File: src/rtl/opnd_seq.sv
`timescale 1ns/1ps
module opnd_seq #(
  parameter int W = 16
) (
  input  logic         clk,
  input  logic         rst_n,
  input  logic         start,
  input  logic [15:0]  instr,
  input  logic [W-1:0] pc_in,
  output logic         busy,
  output logic [3:0]   rf_raddr,
  input  logic [W-1:0] rf_rdata,
  output logic         rf_we,
  output logic [3:0]   rf_waddr,
  output logic [W-1:0] rf_wdata,
  output logic         mem_req,
  output logic [W-1:0] mem_addr,
  output logic         mem_byte,
  input  logic [W-1:0] mem_rdata,
  input  logic         mem_ready,
  output logic         done,
  output logic [W-1:0] src_val,
  output logic [W-1:0] dst_val,
  output logic [W-1:0] dst_addr,
  output logic         dst_is_mem,
  output logic         align_err,
  output logic         wb_req,
  output logic [3:0]   wb_op,
  output logic [3:0]   cycles,
  output logic [W-1:0] next_pc
);
  typedef enum logic [2:0] {IDLE, SRC, SEXT, SRD, DST, DEXT, DRD, FIN} st_t;
  localparam logic [W-1:0] ONE = W'(1);
  localparam logic [W-1:0] TWO = W'(2);

  st_t st;
  logic [15:0]  iq;
  logic [W-1:0] ptr, ea, sv, dv, da;
  logic         err;

  logic [3:0] sreg, dreg;
  logic [1:0] smode;
  logic       ad, bw, ext;
  logic [W-1:0] rv, base;
  logic [3:0] scost;

  assign sreg  = iq[11:8];
  assign ad    = iq[7];
  assign bw    = iq[6];
  assign smode = iq[5:4];
  assign dreg  = iq[3:0];

  function automatic logic [W-1:0] fit(input logic [W-1:0] v, input logic b);
    return b ? {{(W-8){1'b0}}, v[7:0]} : v;
  endfunction

  assign rf_raddr = (st == DST) ? dreg : sreg;
  assign rv   = (rf_raddr == 4'd0) ? ptr : rf_rdata;
  assign base = (rf_raddr == 4'd2) ? '0 : rv;

  assign rf_we    = (st == SRC) && (smode == 2'b11) && (sreg != 4'd0);
  assign rf_waddr = sreg;
  assign rf_wdata = rf_rdata + (bw ? ONE : TWO);

  assign ext      = (st == SEXT) || (st == DEXT);
  assign mem_req  = ext || (st == SRD) || (st == DRD);
  assign mem_addr = ext ? ptr : ea;
  assign mem_byte = mem_req && !ext && bw;

  always_comb begin
    case (smode)
      2'b00:   scost = 4'd0;
      2'b01:   scost = 4'd2;
      default: scost = 4'd1;
    endcase
  end

  assign cycles     = 4'd1 + scost + (ad ? 4'd3 : 4'd0);
  assign busy       = (st != IDLE);
  assign done       = (st == FIN);
  assign wb_req     = done && !err;
  assign wb_op      = iq[15:12];
  assign src_val    = sv;
  assign dst_val    = dv;
  assign dst_addr   = da;
  assign dst_is_mem = ad;
  assign align_err  = err;
  assign next_pc    = ptr;

  always_ff @(posedge clk or negedge rst_n) begin
    if (!rst_n) begin
      st  <= IDLE;
      iq  <= '0;
      ptr <= '0;
      ea  <= '0;
      sv  <= '0;
      dv  <= '0;
      da  <= '0;
      err <= 1'b0;
    end else begin
      if (mem_req && !mem_byte && mem_addr[0]) err <= 1'b1;
      case (st)
        IDLE: if (start) begin
          iq  <= instr;
          ptr <= pc_in + TWO;
          err <= 1'b0;
          st  <= SRC;
        end
        SRC: case (smode)
          2'b00: begin sv <= fit(rv, bw); st <= DST; end
          2'b01: begin ea <= base; st <= SEXT; end
          2'b10: begin ea <= rv; st <= SRD; end
          default: begin
            ea <= rv;
            if (sreg == 4'd0) ptr <= ptr + TWO;
            st <= SRD;
          end
        endcase
        SEXT: if (mem_ready) begin
          ea  <= ea + mem_rdata;
          ptr <= ptr + TWO;
          st  <= SRD;
        end
        SRD: if (mem_ready) begin
          sv <= fit(mem_rdata, bw);
          st <= DST;
        end
        DST: if (!ad) begin
          dv <= fit(rv, bw);
          da <= {{(W-4){1'b0}}, dreg};
          st <= FIN;
        end else begin
          ea <= base;
          st <= DEXT;
        end
        DEXT: if (mem_ready) begin
          ea  <= ea + mem_rdata;
          ptr <= ptr + TWO;
          st  <= DRD;
        end
        DRD: if (mem_ready) begin
          dv <= fit(mem_rdata, bw);
          da <= ea;
          st <= FIN;
        end
        default: st <= IDLE;
      endcase
    end
  end
endmodule

File: config.mk
export PLATFORM = sky130hd
export DESIGN_NAME = opnd_seq
export DESIGN_NICKNAME = d
export VERILOG_FILES = /design/src/rtl/opnd_seq.sv
export SDC_FILE = /design/constraint.sdc
export NUM_CORES = 1
export LEC_CHECK = 0
export ABC_CLOCK_PERIOD_IN_PS = 4070
export BUFFER_PORTS_ARGS = -buffer_cell sky130_fd_sc_hd__buf_2
export CAP_MARGIN = 20
export CORE_ASPECT_RATIO = 0.7
export CORE_MARGIN = 4
export CORE_UTILIZATION = 54
export CTS_CLUSTER_DIAMETER = 80
export DETAILED_ROUTE_END_ITERATION = 12
export PLACE_DENSITY_LB_ADDON = 0.2
export SLEW_MARGIN = 20
export SYNTH_ARGS = -nofsm -noshare
export SYNTH_HDL_FRONTEND = slang
export SYNTH_SLANG_ARGS = --single-unit
File: constraint.sdc
create_clock -name clk -period 4.07 [get_ports clk]
set_input_delay 0.6105 -clock clk [delete_from_list [all_inputs] [get_ports clk]]
set_output_delay 0.6105 -clock clk [all_outputs]
set_load 0.05 [all_outputs]
# Yosys cells after proc, flatten, opt, wreduce, memory -nomap -nowiden
# Index checks and enable logic that the tools add are counted.
# op_classes
magnitude_cmp	0
reduce_logical	31
addsub	6
mux	37
n_eq_ne	23
n_shift	0
bitwise_logic	0
div_mod_pow	0
n_mul	0
# ops
operator	n
$mux W16	16
$pmux W16 S2	4
$pmux W16 S3	2
$add A16 B2 Y16 const B	2
$pmux W3 S7	1
$ne A2 B2 Y1 const B	9
$add A16 B16 Y16	1
$add A16 B2 Y16	1
$mux W3	5
$eq A3 B3 Y1 const B	4
$reduce_and A5 Y1	2
$reduce_bool A3 Y1	3
$logic_not A4 Y1	2
$logic_and A1 B1 Y1	7
$eq A3 B2 Y1 const B	2
$mux W2	3
$ne A2 B1 Y1 const B	3
$pmux W3 S2	1
$reduce_and A3 Y1	2
$add A1 B4 Y4 const A	1
$add A4 B2 Y4	1
$eq A2 B2 Y1 const B	2
$eq A4 B2 Y1 const B	1
$mux W4	1
other kinds (14)	21
# word_totals
reg_bits	100
in_bits	68
latchBits	0
mem_count	0
wordCells	105
romBits	0
mem_bits_rw	0
output_inout_bits	120

# Logic depth before layout (Yosys ltp)
# logic_depth
word_depth	12
ltp_mapped	16

# Least setup slack after synthesis
# No wires, ideal clock.
# synth_timing
path_type	flip-flop to flip-flop
startpoint	reg st[2]
endpoint	reg ptr[13], in the netlist next_pc[13]
period_less_slack_ns	3.322
arrival_ns	3.190
n_path_buf	5
stages_incl_launch_ff	17
setup_slack_ns	0.748
cell_sequence	dfrtp_1 buf_6 or3b_1 clkbuf_2 nand2_1 buf_2 buf_1 nand2_1 nand2_1 ha_1 clkbuf_1 nand3_1 a2111oi_0 a41oi_1 a21oi_1 mux2i_1 o211ai_1
# synth_via
elab_chain_len	4
elab_cells_between_ends	12
classes_between	eq/ne: 7; mux: 1; reduce/logical: 4
# synth_lines
item	line_no	source
start: declaration	36	st_t st;
start signal: assignment	92	st <= IDLE;
start signal: assignment	107	st <= SRC;
start signal: assignment	110	2'b00: begin sv <= fit(rv, bw); st <= DST; end
$eq A3 B2 Y1 or $eq A3 B3 Y1 (tied branches)	102	case (st)
$reduce_or A2 Y1 (no source line)	-	
$ne A2 B1 Y1 (no source line) or $reduce_bool A3 Y1 (tied branches)	-	
$reduce_and A5 Y1 (no source line)	-	
end signal: assignment	105	ptr <= pc_in + TWO;
end signal: assignment	115	if (sreg == 4'd0) ptr <= ptr + TWO;
end signal: assignment	121	ptr <= ptr + TWO;
end: declaration	38	logic [W-1:0] ptr, ea, sv, dv, da;
# Several ways; a longest one is shown, not always the timed one.
# A chain may end at the register's enable or synchronous reset.

# Worst setup path after layout
# layout_timing
startpoint	reg st[1]
endpoint	reg ptr[11], in the netlist next_pc[11]
# The elaborated chain is that of the path after synthesis.

==> results by group <==
Clock network
  – Skew-Pair Late Insertion Delay: between 300 and 400 ps
  – Sinks on the clock net: 100
  – Post-cts gate resize count: 0
  – Count of buffers added by post-CTS timing repair for setup: 0
  – Clk pin slew, worst setup/hold paths: approximately 70 ps
  – Root Buffer: sky130_fd_sc_hd__clkbuf_16
  – TritonCTS buffer count: 9
  – CTS hold repair buffers: 0
  – Number of H-tree levels: 3
  – Buffer levels on the longest clock path: 2
  – Clock tree from TritonCTS: yes

Setup path
  – Slowest cell on crit path: sky130_fd_sc_hd__dfrtp_1
  – Crit path arrival time: about 3700 ps
  – Crit path kind: reg2reg
  – Worst-path maximum fanout: 21
  – Crit. End Element: flop
  – Worst Reg2Reg Path Length in Cells: 12
  – Path length in cells of the critical path: 12
  – List of cells traversed by the critical path: nor3b_2 > nor2_1 > buf_4 > nand2_1 > nand2_1 > ha_1 > nand3_1 > a2111oi_0 > a41oi_1 > mux2_2 > o21ai_0 > o21ai_0
  – Crit path buffers/inverters: 1
  – Reg-to-reg endpoint: next_pc[11]
  – Beginning of the worst register-to-register path: st[1]
  – Worst stage delay on the critical path: roughly 770 ps
  – Critical path startpoint category: flop
  – Critical path data required time: 4300 ps
  – Setup slack, reg-to-reg: a little over 600 ps
  – Cell class contributing the biggest share of worst-path delay: simple AND/OR/NAND/NOR gates

Layout
  – Most common cell after layout, fill and taps aside: sky130_fd_sc_hd__buf_2
  – Signed area change from the synthesized netlist to the final layout: 18.7%
  – Number of inserted filler cells in the final layout: 1110
  – Number of nets in the layout: ~1100
  – Most used cells in the layout excluding fill and tap cells: sky130_fd_sc_hd__buf_2 (185), sky130_fd_sc_hd__nand2_1 (166), sky130_fd_sc_hd__dfrtp_1 (100), sky130_fd_sc_hd__o21ai_0 (65), sky130_fd_sc_hd__nor2_1 (57)
  – Number of antenna diodes: 0
  – Layout cells sized above 1: 23.9%

STA
  – Clk_skew: 6.90 ps
  – RSZ-0062 raised after global routing: false
  – Endpoints failing setup: 0
  – Measured slew at the worst slew-check pin: 986 ps
  – Worst setup margin: between 600 and 700 ps
  – Pins Over Slew Limit: 0
  – Top achievable clock speed: between 200 and 300 MHz
  – Worst-case headroom to the max-slew limit: between 30% and 40%
  – Final count of hold timing violations: 0
  – Period minus WS final: 3450 ps
  – Final worst-path cycle share: 84.7%
  – Fin Setup TNS: 0 ps
  – Worst hold slack: around 420 ps

Synthesis
  – Commonest register cell after synthesis: sky130_fd_sc_hd__dfrtp_1
  – Gate count of the mapped netlist: 836
  – Sequential element share of the synthesized area: 36.5%
  – Post-Synthesis Net Count: roughly 900
  – Synthesized area divided by synthesized cell count: a little over 8 sq um
  – Number of synthesis warnings: 0
  – Asr flop ratio synth: 100%
  – Count of different cell masters after synthesis: just over 60
  – Flop and latch count out of synthesis: 100
  – Synthesized cell area: 0.00686 sq mm
  – Count of flip-flops with a built-in enable after synthesis: 0

Job
  – Max-cap violation count: 0

GRT
  – Total global routing overflow: 0
  – Tot GR Track Use: 29.6%
  – Number of global-route vias before repair: ~6400
  – Largest net degree at the start of global routing: 75
  – Global-route wire length before repair: 34300 um
  – Initial antenna violation count: 0

Placed design
  – Routability congestion estimate from global placement: ~0.99
  – Detail Placement HPWL: between 15000 and 20000 um
  – Pre-CTS worst setup slack: about 700 ps
  – PortBufs: 186

Run status
  – Result of the run: finished clean

Routing
  – Count of antenna-violating nets left after detailed routing: 0
  – Ratio of routed vias to standard cells: 6.08
  – Residual DRC count: 0
  – DR iter-0 viols: about 660
  – Post-detailed-routing wire length: 21900 um
  – Number of iterations in the first detailed-routing pass: 5
  – Routed wire per std cell: 19.0 um
  – Routed vias: between 7000 and 8000

Floorplan
  – I/O pin total: 188
  – Site Rows: 34
  – Starting density of the core: 55.2%
  – Die W: 143 um
  – Core ar.: 0.0124 sq mm
  – Die area: ~0.015 sq mm
  – Height of the die: about 100 um

Worst hold path
  – Worst Hold Class: in2async
## sequential cells by signal, indices dropped and copies added, names as in the netlist
signal     cells
iq            16
next_pc       16
st             3
dst_addr      16
align_err      1
dst_val       16
src_val       16
ea            16
## per-stage QoR
step | util [%] | instance area (sq um) | cells
2_1_floorplan | - | 6860 | 836
3_3_place_gp | 62.9 | 7810 | 1137
3_5_place_dp | 62.9 | 7810 | 1137
4_1_cts | 65.5 | 8130 | 1152
5_1_grt | 65.5 | 8140 | 1152
6_report | 65.5 | 8140 | 1152
## worst reg2reg max path, delay by kind of cell, from the launching register on
family / cells / cell delay (ps)
buffers and inverters: 1 / 180
and+or+nand+nor: 5 / 890
DFF: 1 / 770
AOI/OAI and AO/OA: 4 / 790
adders and majority gates: 1 / 300
muxes: 1 / 400
## worst max path at each step
| stage | from | end | slack (ps) |
|---|---|---|---|
| 6_report | st[1] | next_pc[11] | 620 |
| 5_1_grt | st[1] | next_pc[13] | 310 |
| 4_1_cts | st[0] | mem_addr[6] | 340 |
| 3_5_place_dp | st[1] | next_pc[11] | 700 |
| 3_3_place_gp | st[0] | mem_addr[5] | 770 |
| 2_1_floorplan | st[2] | next_pc[13] | 750 |
## synth_stat cells (16+ instances only)
cell	n	area (sq um)
sky130_fd_sc_hd__a22o_1	16	140
sky130_fd_sc_hd__clkbuf_1	38	143
sky130_fd_sc_hd__a21oi_1	52	260
sky130_fd_sc_hd__a21o_1	22	165
sky130_fd_sc_hd__nor2_1	57	214
sky130_fd_sc_hd__o21ai_0	65	325
sky130_fd_sc_hd__dfrtp_1	100	2500
sky130_fd_sc_hd__mux2i_1	29	290
sky130_fd_sc_hd__a211oi_1	29	218
sky130_fd_sc_hd__nor3_1	22	110
sky130_fd_sc_hd__nand3_1	19	95.1
sky130_fd_sc_hd__ha_1	18	225
sky130_fd_sc_hd__nand2_1	166	623
## logic make-up (layout without fill, tap and decap cells)
group / after synthesis / in the layout / share of synthesized area (%)
AND/OR/NAND/NOR: 314 / 314 / 20.2
AO/OA/AOI/OAI: 256 / 256 / 24.4
flip-flops: 100 / 100 / 36.5
buffers and inverters: 76 / 230 / 5.14
multiplexers: 41 / 41 / 6.31
XOR/XNOR: 28 / 28 / 3.58
adder cells (fa/ha/maj): 20 / 20 / 3.87
other: 1 / 1 / 0.0547
## layer usage
metal / global-route usage (%) / vias to the layer above / share of wire, %
met5: 0 / - / 0
met4: 8.47 / 0 / 2.4
met3: 5.24 / 41 / 9.5
met2: 44.3 / 369 / 43
met1: 44.1 / 3313 / 45
li1: - / 3279 / -
## cell type report
type	instances	area [sq um]	share of cell area, %
inverter	15	56.3	0.692
clock buffer	10	239	2.94
timing repair buffer	200	1040	12.8
multi-input combinational	660	4020	49.4
sequential	100	2500	30.7
clock inverter	5	82.6	1.01
tap	162	203	2.49
Power is not shown: default switching activity piles up to over one toggle a cycle in this logic, so the estimate is an artifact.
